### config.mk
export PLATFORM = sky130hd
export DESIGN_NAME = cea_vsdb_scan
export DESIGN_NICKNAME = d
export VERILOG_FILES = /design/src/rtl/cea_scan_pkg.sv /design/src/rtl/cea_hdr_walker.sv /design/src/rtl/cea_oui_match.sv /design/src/rtl/cea_vsdb_scan.sv
export SDC_FILE = /design/constraint.sdc
export NUM_CORES = 1
export LEC_CHECK = 0
export BUFFER_PORTS_ARGS = -buffer_cell sky130_fd_sc_hd__buf_2
export CAP_MARGIN = 25
export CORE_ASPECT_RATIO = 0.9
export CORE_UTILIZATION = 51
export DETAILED_ROUTE_END_ITERATION = 10
export GPL_TIMING_DRIVEN = 1
export PLACE_DENSITY = 0.7
export SETUP_SLACK_MARGIN = 0.1
export SLEW_MARGIN = 10
export SYNTH_ARGS = -nofsm -noshare
export SYNTH_HDL_FRONTEND = slang
export SYNTH_SLANG_ARGS = --single-unit
### constraint.sdc
create_clock -name clk -period 4.45 [get_ports clk]
set_input_delay 0.6675 -clock clk [delete_from_list [all_inputs] [get_ports clk]]
set_output_delay 0.6675 -clock clk [all_outputs]
set_load 0.02 [all_outputs]
### src/rtl/cea_scan_pkg.sv
package cea_scan_pkg;
  localparam int TAG_W = 3;
  localparam int LEN_W = 5;

  typedef struct packed {
    logic [TAG_W-1:0] tag;
    logic [LEN_W-1:0] len;
  } blk_hdr_t;
endpackage

### src/rtl/cea_hdr_walker.sv
module cea_hdr_walker
  import cea_scan_pkg::*;
#(
  parameter int IDX_W = 7,
  parameter int OFF_W = 8,
  parameter int FIRST_HDR = 4
) (
  input  logic             clk,
  input  logic             rst,
  input  logic             vld,
  input  logic [IDX_W-1:0] idx,
  input  logic [7:0]       dat,
  input  logic             frame_end,
  input  logic             enable,
  input  logic [OFF_W-1:0] end_off,
  output logic             hdr_stb,
  output blk_hdr_t         hdr
);
  localparam int SUM_W = OFF_W + 1;

  logic [OFF_W-1:0] nxt_q;
  logic             halt_q;
  logic [OFF_W-1:0] pos;
  logic [SUM_W-1:0] blk_end;
  logic             at_hdr;
  logic             fits;

  assign pos     = OFF_W'(idx);
  assign hdr     = blk_hdr_t'(dat);
  assign blk_end = {1'b0, pos} + SUM_W'(hdr.len) + SUM_W'(1);
  assign at_hdr  = vld && enable && !halt_q && (pos == nxt_q) && (pos < end_off);
  assign fits    = blk_end <= {1'b0, end_off};
  assign hdr_stb = at_hdr && fits;

  always_ff @(posedge clk) begin
    if (rst || frame_end) begin
      nxt_q  <= OFF_W'(FIRST_HDR);
      halt_q <= 1'b0;
    end else if (at_hdr) begin
      if (fits) nxt_q <= blk_end[OFF_W-1:0];
      else      halt_q <= 1'b1;
    end
  end

  // once the walk has halted, no header is accepted until the frame ends
  p_halt_sticky_r5: assert property (@(posedge clk) disable iff (rst)
    (halt_q && !frame_end) |=> (halt_q && !hdr_stb));

  // the header pointer only moves forward within a frame
  p_walk_forward_r4: assert property (@(posedge clk) disable iff (rst)
    (hdr_stb && !frame_end) |=> (nxt_q > $past(pos)));
endmodule

### src/rtl/cea_oui_match.sv
module cea_oui_match
  import cea_scan_pkg::*;
#(
  parameter int IDX_W = 7,
  parameter int OFF_W = 8,
  parameter int VSDB_TAG = 3,
  parameter int MIN_LEN = 5,
  parameter int OUI_BYTES = 3,
  parameter logic [8*OUI_BYTES-1:0] OUI = 24'h000C03
) (
  input  logic             clk,
  input  logic             rst,
  input  logic             vld,
  input  logic [IDX_W-1:0] idx,
  input  logic [7:0]       dat,
  input  logic             frame_end,
  input  logic             hdr_stb,
  input  blk_hdr_t         hdr,
  output logic             found_now,
  output logic             found_q
);
  logic [OFF_W-1:0]     base_q;
  logic                 cand_q;
  logic [OFF_W-1:0]     pos;
  logic [OUI_BYTES-1:0] hit;
  logic [OUI_BYTES-1:0] ok;
  logic                 miss;
  logic                 complete;

  assign pos = OFF_W'(idx);

  for (genvar k = 0; k < OUI_BYTES; k++) begin : g_oui
    assign hit[k] = (pos == base_q + OFF_W'(k + 1));
    assign ok[k]  = (dat == OUI[8*k +: 8]);
  end

  assign miss      = vld && cand_q && |(hit & ~ok);
  assign complete  = vld && cand_q && hit[OUI_BYTES-1] && ok[OUI_BYTES-1];
  assign found_now = found_q || complete;

  always_ff @(posedge clk) begin
    if (rst || frame_end) begin
      cand_q  <= 1'b0;
      found_q <= 1'b0;
      base_q  <= '0;
    end else begin
      if (complete) found_q <= 1'b1;
      if (hdr_stb && !found_now) begin
        base_q <= pos;
        cand_q <= (hdr.tag == TAG_W'(VSDB_TAG)) && (hdr.len >= LEN_W'(MIN_LEN));
      end else if (miss || complete) begin
        cand_q <= 1'b0;
      end
    end
  end

  // a match stays until the frame is closed
  p_first_match_kept_r8: assert property (@(posedge clk) disable iff (rst)
    (found_q && !frame_end) |=> found_q);

  // no candidate can be opened after a match
  p_no_cand_after_match_r6: assert property (@(posedge clk) disable iff (rst)
    found_q |-> !cand_q);
endmodule

### src/rtl/cea_vsdb_scan.sv
module cea_vsdb_scan
  import cea_scan_pkg::*;
#(
  parameter int BLK_BYTES = 128,
  parameter int OFF_W = 8,
  parameter logic [7:0] EXT_TAG = 8'h02,
  parameter int TAG_IDX = 0,
  parameter int END_IDX = 2,
  parameter int FEAT_IDX = 3,
  parameter int AUDIO_BIT = 6,
  parameter int FIRST_HDR = 4,
  parameter int VSDB_TAG = 3,
  parameter int MIN_LEN = 5,
  parameter logic [23:0] OUI = 24'h000C03,
  localparam int IDX_W = $clog2(BLK_BYTES)
) (
  input  logic             clk,
  input  logic             rst,
  input  logic             in_valid,
  input  logic [IDX_W-1:0] in_idx,
  input  logic [7:0]       in_byte,
  output logic             result_valid,
  output logic             is_hdmi,
  output logic             has_audio
);
  localparam logic [IDX_W-1:0] LAST_IDX = IDX_W'(BLK_BYTES - 1);

  logic             tag_ok_q;
  logic [OFF_W-1:0] end_off_q;
  logic             aud_q;
  logic             frame_end;
  logic             hdr_stb;
  blk_hdr_t         hdr;
  logic             found_now;
  logic             found_q;

  assign frame_end = in_valid && (in_idx == LAST_IDX);

  cea_hdr_walker #(
    .IDX_W(IDX_W), .OFF_W(OFF_W), .FIRST_HDR(FIRST_HDR)
  ) u_walk (
    .clk(clk), .rst(rst), .vld(in_valid), .idx(in_idx), .dat(in_byte),
    .frame_end(frame_end), .enable(tag_ok_q), .end_off(end_off_q),
    .hdr_stb(hdr_stb), .hdr(hdr)
  );

  cea_oui_match #(
    .IDX_W(IDX_W), .OFF_W(OFF_W), .VSDB_TAG(VSDB_TAG), .MIN_LEN(MIN_LEN),
    .OUI_BYTES(3), .OUI(OUI)
  ) u_match (
    .clk(clk), .rst(rst), .vld(in_valid), .idx(in_idx), .dat(in_byte),
    .frame_end(frame_end), .hdr_stb(hdr_stb), .hdr(hdr),
    .found_now(found_now), .found_q(found_q)
  );

  always_ff @(posedge clk) begin
    if (rst) begin
      tag_ok_q     <= 1'b0;
      end_off_q    <= '0;
      aud_q        <= 1'b0;
      result_valid <= 1'b0;
      is_hdmi      <= 1'b0;
      has_audio    <= 1'b0;
    end else begin
      if (in_valid && in_idx == IDX_W'(TAG_IDX))  tag_ok_q  <= (in_byte == EXT_TAG);
      if (in_valid && in_idx == IDX_W'(END_IDX))  end_off_q <= OFF_W'(in_byte);
      if (in_valid && in_idx == IDX_W'(FEAT_IDX)) aud_q     <= in_byte[AUDIO_BIT];
      result_valid <= frame_end;
      if (frame_end) begin
        is_hdmi   <= found_now;
        has_audio <= found_now && aud_q;
      end
    end
  end

  // a match can only exist in an extension carrying the right tag
  p_match_needs_tag_r1: assert property (@(posedge clk) disable iff (rst)
    found_q |-> tag_ok_q);

  // a match needs a collection that extends past its first header
  p_match_needs_room_r3: assert property (@(posedge clk) disable iff (rst)
    found_q |-> (end_off_q > OFF_W'(FIRST_HDR)));

  // audio is never reported without HDMI
  p_audio_implies_hdmi_r7: assert property (@(posedge clk) disable iff (rst)
    has_audio |-> is_hdmi);

  // the verdict pulse follows the last byte by one cycle, and only it
  p_pulse_after_last_r9: assert property (@(posedge clk) disable iff (rst)
    frame_end |=> result_valid);
  p_no_stray_pulse_r9: assert property (@(posedge clk) disable iff (rst)
    !frame_end |=> !result_valid);
  p_flags_hold_r9: assert property (@(posedge clk) disable iff (rst)
    !frame_end |=> ($stable(is_hdmi) && $stable(has_audio)));
endmodule

==> impl_metrics.py, run 1 <==
metrics = {
    "floorplan": {
        "top_level_ports": 21,
        "die-area_mm2": 0.00549,
        "core.rowCount": 24,
        "die_h_um": 70.4,
        "initial_core_util_pct": 53.8,
        "fp.coreArea_mm2": 0.00492,
        "die_w_um": 78,
    },
    "drt": {
        "vias": 2333,
        "dr.first_iter.drc_count": 300,
        "drc": 0,
        "drtPass1Iterations": 4,
        "ant_nets": 0,
        "finalWirelength_um": 6640,
        "avgRoutedWirePerCell_um": 16.9,
        "via_per_inst": 5.92,
    },
    "sta": {
        "period_minus_slack_ns": 4.02,
        "fin_crit_sh_pct": 90.3,
        "setup_viol": 0,
        "setup_ws_ns": 0.431,
        "finClkSkew_ns": 0.00206,
        "timing.hold.ws_ns": 0.455,
        "tightest_slew_ns": 0.557,
        "fin_setup_tns_ns": 0,
        "relSlewSlack_pct": 61.9,
        "fmax_ghz": 0.249,
        "finalHoldViolations": 0,
        "final_max_slew_viol_count": 0,
        "rsz0062_at_grt": "no",
    },
    "yosys": {
        "synth_async_sr_flop_share_pct": 0,
        "ys_warn_count": 0,
        "syn_nets": 354,
        "syn_avg_cell_area_um2": 8.53,
        "seq_area_frac_synth_pct": 23.4,
        "synth-seq-cells": 31,
        "syn_inst": 311,
        "synth_cell_types": 66,
        "synth_flop_cell": "dfxtp_1",
        "synth_area_mm2": 0.00265,
        "synth_edf_count": 0,
    },
    "global_routing": {
        "gr-total-overflow": 0,
        "antenna_found_initial": 0,
        "grt_usage_pct": 26.3,
        "grt_pass1_vias": 2150,
        "grt_max_degree": 16,
        "grt_pass1_wl_um": 11000,
    },
    "status": {
        "status": "finished clean",
    },
    "final_layout": {
        "layout.cells.non_filler": 394,
        "final_area_mm2": 0.00291,
        "seqCellArea_um2": 621,
        "antenna_cells": 0,
        "finish.utilization_pct": 59.1,
        "area_growth_pct": 9.72,
        "n_fill_cell": 440,
        "multiInputGateArea_mm2": 0.00187,
        "layout.nets": 371,
        "drive_gt1_share_pct": 14.9,
    },
    "power_and_ir_drop": {
        "p_total_mw": 0.796,
        "p_leak_nw": 1.21,
        "power.density_mw_per_mm2": 274,
        "peakVddDrop_mv": 0.176,
    },
    "clocking": {
        "postCtsHoldBufs": 0,
        "root_buffer": "clkbuf_8",
        "cts_tree": "built",
        "path_clk_slew_ns": 0.07,
        "cts_resized": 0,
        "cts_setup_buffers": 0,
        "cts-buffers-inserted": 5,
        "cts_htree_levels": 2,
        "clock_latency_ns": 0.28,
        "cts_num_sinks": 31,
        "cts_buffer_depth": 2,
    },
    "setup_path": {
        "worstSetupPathType": "in -> reg",
        "worstSetupStartpointType": "input pin",
        "rrSetupSlack_ns": 2.04,
        "cp_data_required_time_ns": 4.68,
        "critPathArrivalTime_ns": 4.25,
        "worstPathMaxFanout": 9,
        "critPathCaptureType": "register",
    },
    "placed_design": {
        "hpwlAfterDp_um": 5070,
        "numPlacedInstances": 386,
        "gp_congestion": 0.897,
        "post-place-ws_ns": 0.190,
        "io_buffer_count": 20,
        "dpl_cell_area_mm2": 0.00278,
    },
    "min_path": {
        "min_path_type": "reg -> reg",
    },
    "run": {
        "maxCapViolations": 0,
    },
}
-- cell usage after synthesis (all sizes together) (3+ instances only) --
master / instances / share of area (%)
dfxtp: 31 / 23
nand3: 17 / 3.7
a21oi: 13 / 2.5
inv: 19 / 2.7
buf: 11 / 2.8
o211ai: 4 / 1.3
a211oi: 3 / 0.85
nor2: 35 / 5.0
nand2: 17 / 2.5
a21o: 5 / 1.4
nand3b: 3 / 0.85
mux2i: 14 / 5.3
or3: 5 / 1.2
nor4: 4 / 1.7
and2: 3 / 0.71
o31ai: 4 / 1.5
xnor2: 14 / 5.2
xor2: 14 / 4.9
clkbuf: 3 / 0.42
nor3: 7 / 1.3
nand2b: 4 / 0.94
nand4: 10 / 2.4
ha: 24 / 11
o21ai: 12 / 2.7
-- layer usage --
metal,GRT usage (%),wire length (µm)
met1,40.4,3420
met5,0,0
met2,37.0,2600
met4,8.02,150
met3,3.92,471
-- cell type report --
class                      instances  area share (%)
clock buffer                       6            2.49
sequential                        31            21.3
clock inverter                     2            2.06
multi-input combinational        247            64.4
tap                               65            2.80
inverter                          19            2.45
timing repair buffer              24            4.47
-- power breakdown --
group          switching, mW  internal, mW
logic                  0.114        0.0679
registers           0.000126         0.277
clock network          0.113         0.224
-- sequential cells by signal, indices dropped and copies added (netlist names) --
name,cells
end_off_q,8
u_match.base_q,7
is_hdmi,1
u_walk.nxt_q,8
result_valid,1
tag_ok_q,1
has_audio,1
u_match.found_q,1
u_match.cand_q,1
u_walk.halt_q,1
aud_q,1
-- critical path: stages --
cell and delay (ns):
buf_2 0.18, ha_1 0.19, inv_1 0.05, fa_1 0.38, nand2b_1 0.18, a21oi_1 0.25, xor2_1 0.15, nand3b_1 0.14
inv_1 0.06, maj3_1 0.38, and2_1 0.18, ha_1 0.19, a211oi_1 0.20, o21ai_0 0.17, o21ai_4 0.27, nand3_4 0.18
a2111oi_4 0.30, a31o_1 0.14
-- cells in the final DEF, fill, tap and decap left out, types with 5 or more instances in the layout --
cell type | synthesis | final
nand2_1 | 16 | 16
xor2_1 | 13 | 13
o21ai_0 | 6 | 6
nand4_1 | 10 | 10
buf_2 | 6 | 20
o21ai_1 | 5 | 5
nand3_1 | 16 | 16
clkbuf_8 | 0 | 5
mux2i_1 | 14 | 14
a21oi_1 | 13 | 13
ha_1 | 24 | 24
a21o_1 | 5 | 5
nor2_1 | 35 | 35
inv_1 | 19 | 19
xnor2_1 | 12 | 12
nor3_1 | 7 | 7
or3_1 | 5 | 5
dfxtp_1 | 31 | 31
-- cells by family after synthesis --
logic type	Yosys count	synth area share [%]
and+or+nand+nor	114	22.8
DFF	31	23.4
adders and majority gates	26	12.5
xor gates and xnor gates	28	10.1
AOI/OAI and AO/OA	65	20.0
buffers and inverters	33	5.95
muxes	14	5.29
-- path summary, 6_finish.rpt --
check,start,to,cells after the start
worst max register to register,u_match.base_q[1],u_match.cand_q,9
worst min register to register,is_hdmi,is_hdmi,1
worst max-delay path,in_idx[0],u_match.cand_q,18
worst min-delay path,is_hdmi,is_hdmi,1
Power figures use the tool's default switching activity.
==> run 2: changes to the inputs <==
--- a/config.mk
+++ b/config.mk
@@ -7,11 +7,12 @@
 export LEC_CHECK = 0
 export BUFFER_PORTS_ARGS = -buffer_cell sky130_fd_sc_hd__buf_2
 export CAP_MARGIN = 25
-export CORE_ASPECT_RATIO = 0.9
-export CORE_UTILIZATION = 51
+export CELL_PAD_IN_SITES_DETAIL_PLACEMENT = 1
+export CELL_PAD_IN_SITES_GLOBAL_PLACEMENT = 2
+export CORE_UTILIZATION = 37
 export DETAILED_ROUTE_END_ITERATION = 10
 export GPL_TIMING_DRIVEN = 1
-export PLACE_DENSITY = 0.7
+export PLACE_DENSITY_LB_ADDON = 0.1
 export SETUP_SLACK_MARGIN = 0.1
 export SLEW_MARGIN = 10
 export SYNTH_ARGS = -nofsm -noshare
==> impl_metrics.py, run 2 (synthesized netlist as in run 1, its figures left out) <==
metrics = {
    "setup_path": {
        "worstSetupPathType": "in -> reg",
        "crit_start": "in_byte[0]",
        "cp_data_required_time_ns": 4.62,
        "cp_slowest_cell": "fa_1",
        "endpoint": "u_match.base_q[5]",
        "r2r_end": "u_match.base_q[5]",
        "reg2reg_depth": 10,
        "crit_path_cell_trace": "buf_2, ha_1, inv_1, fa_1, nand2b_1, a21oi_2, xor2_1, nand3b_1, inv_1, maj3_1, and2_1, ha_1, a211oi_1, o21ai_0, o21ai_4, nand3_4, buf_4, nand3_1, o31ai_2",
        "cpPeakStageDelay_ns": 0.38,
        "worstPathMaxFanout": 12,
        "worstSetupStartpointType": "input pin",
        "critPathArrivalTime_ns": 4.13,
        "critPathCaptureType": "register",
        "r2r-start": "u_match.base_q[1]",
        "rrSetupSlack_ns": 1.97,
    },
    "drt": {
        "dr.first_iter.drc_count": 89,
        "avgRoutedWirePerCell_um": 18.3,
        "ant_nets": 0,
        "drc": 0,
        "drtPass1Iterations": 4,
        "via_per_inst": 5.45,
        "finalWirelength_um": 7840,
        "vias": 2331,
    },
    "final_layout": {
        "layout.nets": 374,
        "area_growth_pct": 11.6,
        "finish.utilization_pct": 43.1,
        "final_area_mm2": 0.00296,
        "drive_gt1_share_pct": 16.3,
        "final_cell_mix": "35 x nor2_1, 31 x dfxtp_1, 24 x ha_1, 20 x buf_2, 19 x inv_1",
        "antenna_cells": 0,
        "final_common_cell": "nor2_1",
        "n_fill_cell": 840,
        "reg_top3": "end_off_q x8, u_walk.nxt_q x8, u_match.base_q x7",
    },
    "power_and_ir_drop": {
        "peakVddDrop_mv": 0.128,
        "power.density_mw_per_mm2": 258,
        "p_int_mw": 0.530,
        "p_sw_mw": 0.232,
        "switching_share_pct": 30.5,
        "power_frac_comb_pct": 25.2,
        "p_leak_nw": 1.22,
        "p_seq_share_pct": 36.4,
        "clkPwrFrac_pct": 38.3,
        "p_total_mw": 0.762,
    },
    "sta": {
        "fin_crit_sh_pct": 89.0,
        "fmax_ghz": 0.252,
        "rsz0062_at_grt": "no",
        "relSlewSlack_pct": 57.5,
        "period_minus_slack_ns": 3.96,
        "fin_setup_tns_ns": 0,
        "setup_viol": 0,
        "setup_ws_ns": 0.489,
        "final_max_slew_viol_count": 0,
        "tightest_slew_ns": 0.622,
        "finClkSkew_ns": 0.00728,
        "finalHoldViolations": 0,
    },
    "clocking": {
        "cts-buffers-inserted": 5,
        "clock_latency_ns": 0.29,
        "cts_htree_levels": 2,
        "cts_num_sinks": 31,
        "cts_buffer_depth": 2,
        "path_clk_slew_ns": 0.07,
        "cts_tree": "built",
        "cts_setup_buffers": 0,
        "postCtsHoldBufs": 0,
        "root_buffer": "clkbuf_8",
    },
    "global_routing": {
        "grt_usage_pct": 23.0,
        "grt_pass1_wl_um": 12800,
        "gr-total-overflow": 0,
        "grt_max_degree": 15,
        "antenna_found_initial": 0,
        "grt_pass1_vias": 2345,
    },
    "floorplan": {
        "initial_core_util_pct": 38.6,
        "die_w_um": 86.7,
        "die_h_um": 86.7,
        "core.rowCount": 30,
        "top_level_ports": 21,
        "fp.coreArea_mm2": 0.00687,
        "die-area_mm2": 0.00751,
    },
    "run": {
        "maxCapViolations": 0,
    },
    "min_path": {
        "min_path_type": "reg -> reg",
    },
    "placed_design": {
        "hpwlAfterDp_um": 6110,
        "io_buffer_count": 20,
        "post-place-ws_ns": 0.141,
        "gp_congestion": 0.872,
        "dpl_cell_area_mm2": 0.00284,
    },
    "status": {
        "status": "finished clean",
    },
}
run 2: cell count changes in the layout (fill, tap and decap cells not counted), sizes merged:
cell / change
buf: +3
bufinv: -1
clkinv: +1
run 2: repair_timing:
action                                  in CTS  in global routing
endpoints found under the setup margin       0                  2
gates resized for setup                      0                  1
endpoints found under the hold margin        0                  0
run 2: power by group through the flow:
| stage | combinational, mW | clock, mW | sequential (mW) |
|---|---|---|---|
| final | 0.192 | 0.292 | 0.278 |
| after global routing | 0.214 | 0.313 | 0.277 |
| after CTS | 0.193 | 0.301 | 0.278 |
| after detailed placement | 0.188 | 0 | 0.284 |
| after global placement | 0.186 | 0 | 0.284 |
| after floorplan | 0.129 | 0 | 0.284 |
run 2: worst min-delay path by stage:
stage	start	to	slack, ns	depth (start not counted)
after floorplan	u_walk.halt_q	u_walk.halt_q	0.44	2
after global placement	is_hdmi	is_hdmi	0.43	1
after detailed placement	is_hdmi	is_hdmi	0.45	1
after CTS	is_hdmi	is_hdmi	0.47	1
after global routing	is_hdmi	is_hdmi	0.49	1
final	is_hdmi	is_hdmi	0.47	1
run 2: per-layer routing:
metal / track usage [%] / vias up / routed length [µm]
li1: - / 1158 / -
met1: 33.7 / 1128 / 4050
met2: 35.6 / 37 / 3420
met3: 2.86 / 8 / 266
met4: 5.45 / 0 / 98
met5: 0 / - / 0
run 2: final cells by class:
class	count	area, µm²	area share, %
multi-input combinational	247	1880	63.4
sequential	31	621	21.0
timing repair buffer	27	153	5.16
tap	96	120	4.06
clock buffer	6	82.6	2.79
inverter	19	71.3	2.41
clock inverter	2	35.0	1.18
run 2: critical path, delay by kind of cell:
family | cells | cell delay, ns
adders and majority gates | 4 | 1.13
AOI/OAI and AO/OA | 5 | 0.93
buffers and inverters | 4 | 0.50
xor gates and xnor gates | 1 | 0.13
and+or+nand+nor | 5 | 0.78
run 2: through the flow:
step           hold slack, ns  std cells
4_1_cts                 0.471        428
6_report                0.466        428
3_5_place_dp            0.448        420
3_3_place_gp            0.432        420
2_1_floorplan           0.438        311
5_1_grt                 0.491        428
==> run 3: changes to the inputs <==
--- a/config.mk
+++ b/config.mk
@@ -9,7 +9,8 @@
 export CAP_MARGIN = 25
 export CELL_PAD_IN_SITES_DETAIL_PLACEMENT = 1
 export CELL_PAD_IN_SITES_GLOBAL_PLACEMENT = 2
-export CORE_UTILIZATION = 37
+export CORE_UTILIZATION = 38
+export CTS_BUF_LIST = sky130_fd_sc_hd__clkbuf_8
 export DETAILED_ROUTE_END_ITERATION = 10
 export GPL_TIMING_DRIVEN = 1
 export PLACE_DENSITY_LB_ADDON = 0.1
==> constraint.sdc (replaced) <==
create_clock -name clk -period 3.78 [get_ports clk]
set_input_delay 0.567 -clock clk [delete_from_list [all_inputs] [get_ports clk]]
set_output_delay 0.567 -clock clk [all_outputs]
set_load 0.02 [all_outputs]
==> impl_metrics.py, run 3 (synthesized netlist as in run 1, its figures left out) <==
metrics = {
    "setup_path": {
        "worstPathMaxFanout": 5,
        "critPathCaptureType": "register",
        "worstSetupStartpointType": "input pin",
        "critPathArrivalTime_ns": 3.78,
        "cp_data_required_time_ns": 4.01,
        "worstSetupPathType": "in -> reg",
    },
    "clocking": {
        "clock_latency_ns": 0.28,
        "cts-buffers-inserted": 5,
        "cts_htree_levels": 2,
        "cts_tree": "built",
        "cts_buffer_depth": 2,
        "root_buffer": "clkbuf_8",
        "cts_num_sinks": 31,
        "path_clk_slew_ns": 0.07,
    },
    "global_routing": {
        "antenna_found_initial": 0,
        "grt_usage_pct": 24.1,
        "grt_pass1_vias": 2502,
        "grt_max_degree": 15,
        "gr-total-overflow": 0,
        "grt_pass1_wl_um": 13300,
    },
    "final_layout": {
        "final_area_mm2": 0.00312,
        "layout.nets": 394,
        "layout.cells.non_filler": 431,
        "area_growth_pct": 17.8,
        "multiInputGateArea_mm2": 0.00193,
        "n_fill_cell": 814,
        "final_common_cell": "nor2_1",
        "drive_gt1_share_pct": 22.8,
        "seqCellArea_um2": 621,
        "antenna_cells": 0,
        "final_cell_mix": "35 x nor2_1, 31 x dfxtp_1, 27 x buf_4, 24 x ha_1, 20 x buf_2",
        "finish.utilization_pct": 46.2,
        "reg_top3": "end_off_q x8, u_walk.nxt_q x8, u_match.base_q x7",
    },
    "drt": {
        "drc": 0,
        "drtPass1Iterations": 4,
        "dr.first_iter.drc_count": 93,
        "finalWirelength_um": 8260,
        "vias": 2435,
        "avgRoutedWirePerCell_um": 19.2,
        "via_per_inst": 5.65,
        "ant_nets": 0,
    },
    "status": {
        "status": "finished clean",
    },
    "floorplan": {
        "die_h_um": 85.5,
        "top_level_ports": 21,
        "core.rowCount": 30,
        "fp.coreArea_mm2": 0.00676,
        "die_w_um": 85.5,
        "die-area_mm2": 0.00732,
        "initial_core_util_pct": 39.2,
    },
    "min_path": {
        "min_path_type": "reg -> reg",
    },
    "placed_design": {
        "io_buffer_count": 20,
        "post-place-ws_ns": -0.0849,
        "numPlacedInstances": 423,
        "gp_congestion": 0.892,
        "hpwlAfterDp_um": 6430,
        "dpl_cell_area_mm2": 0.00299,
    },
    "sta": {
        "final_max_slew_viol_count": 0,
        "finClkSkew_ns": 0.00621,
        "setup_viol": 0,
        "relSlewSlack_pct": 63.6,
        "fmax_ghz": 0.282,
        "period_minus_slack_ns": 3.54,
        "fin_crit_sh_pct": 93.7,
        "tightest_slew_ns": 0.545,
        "setup_ws_ns": 0.237,
        "rsz0062_at_grt": "yes",
        "timing.hold.ws_ns": 0.447,
        "finalHoldViolations": 0,
    },
    "power_and_ir_drop": {
        "p_leak_nw": 1.34,
        "peakVddDrop_mv": 0.215,
        "power.density_mw_per_mm2": 295,
    },
    "run": {
        "maxCapViolations": 0,
    },
}
## run 3: cell count changes in the layout (fill, tap and decap cells not counted), sizes merged
cell    before  now
buf         27   47
clkinv       1    0
inv         19   20
clkbuf       6    5
## run 3: area by class of cell
type,instances,area share (%)
clock buffer,5,2.20
clock inverter,2,1.08
inverter,19,2.28
multi-input combinational,247,61.7
sequential,31,19.9
tap,80,3.21
timing repair buffer,47,9.70
## run 3: worst paths after layout
check	cells past startpoint	slack, ns	end	startpoint
worst max register to register	9	1.42	u_match.cand_q	u_match.base_q[0]
worst max-delay path	16	0.24	u_match.cand_q	in_idx[1]
worst min-delay path	1	0.45	is_hdmi	is_hdmi
worst min register to register	1	0.45	is_hdmi	is_hdmi
## run 3: repair_timing
| item | 4_1_cts | 5_1_grt |
|---|---|---|
| hold buffers | 0 | 0 |
| endpoints found under the setup margin | 0 | 17 |
| resized for setup | 0 | 5 |
| setup buffers | 0 | 1 |
## run 3: stage by stage
step	setup TNS (ns)	power (mW)
after global placement	-0.196	0.592
after CTS	0	0.917
after floorplan	0	0.493
final	0	0.922
after detailed placement	-0.702	0.596
after global routing	0	0.968
## run 3: power by group
group          total [mW]  switching, mW  internal [mW]
Sequential          0.327       0.000129          0.327
Combinational       0.279          0.162          0.117
Clock               0.317          0.126          0.190
## run 3: routing by layer
| metal | share of wire, % | global-route usage, % |
|---|---|---|
| met1 | 49 | 33.7 |
| met2 | 47 | 39.9 |
| met3 | 2.7 | 2.89 |
| met4 | 1.4 | 5.61 |
| met5 | 0 | 0 |
## run 3: critical path, cell delays in order
cell and delay, ns:
buf_2 0.13, ha_1 0.31, a211oi_2 0.23, nor2_1 0.11, xor2_1 0.30, nand3_1 0.15
a211o_1 0.26, nand2_1 0.10, xor2_1 0.18, ha_1 0.30, a211oi_2 0.24, o21ai_1 0.13
o21ai_4 0.22, nand3_4 0.14, a2111oi_4 0.29, a31o_1 0.13
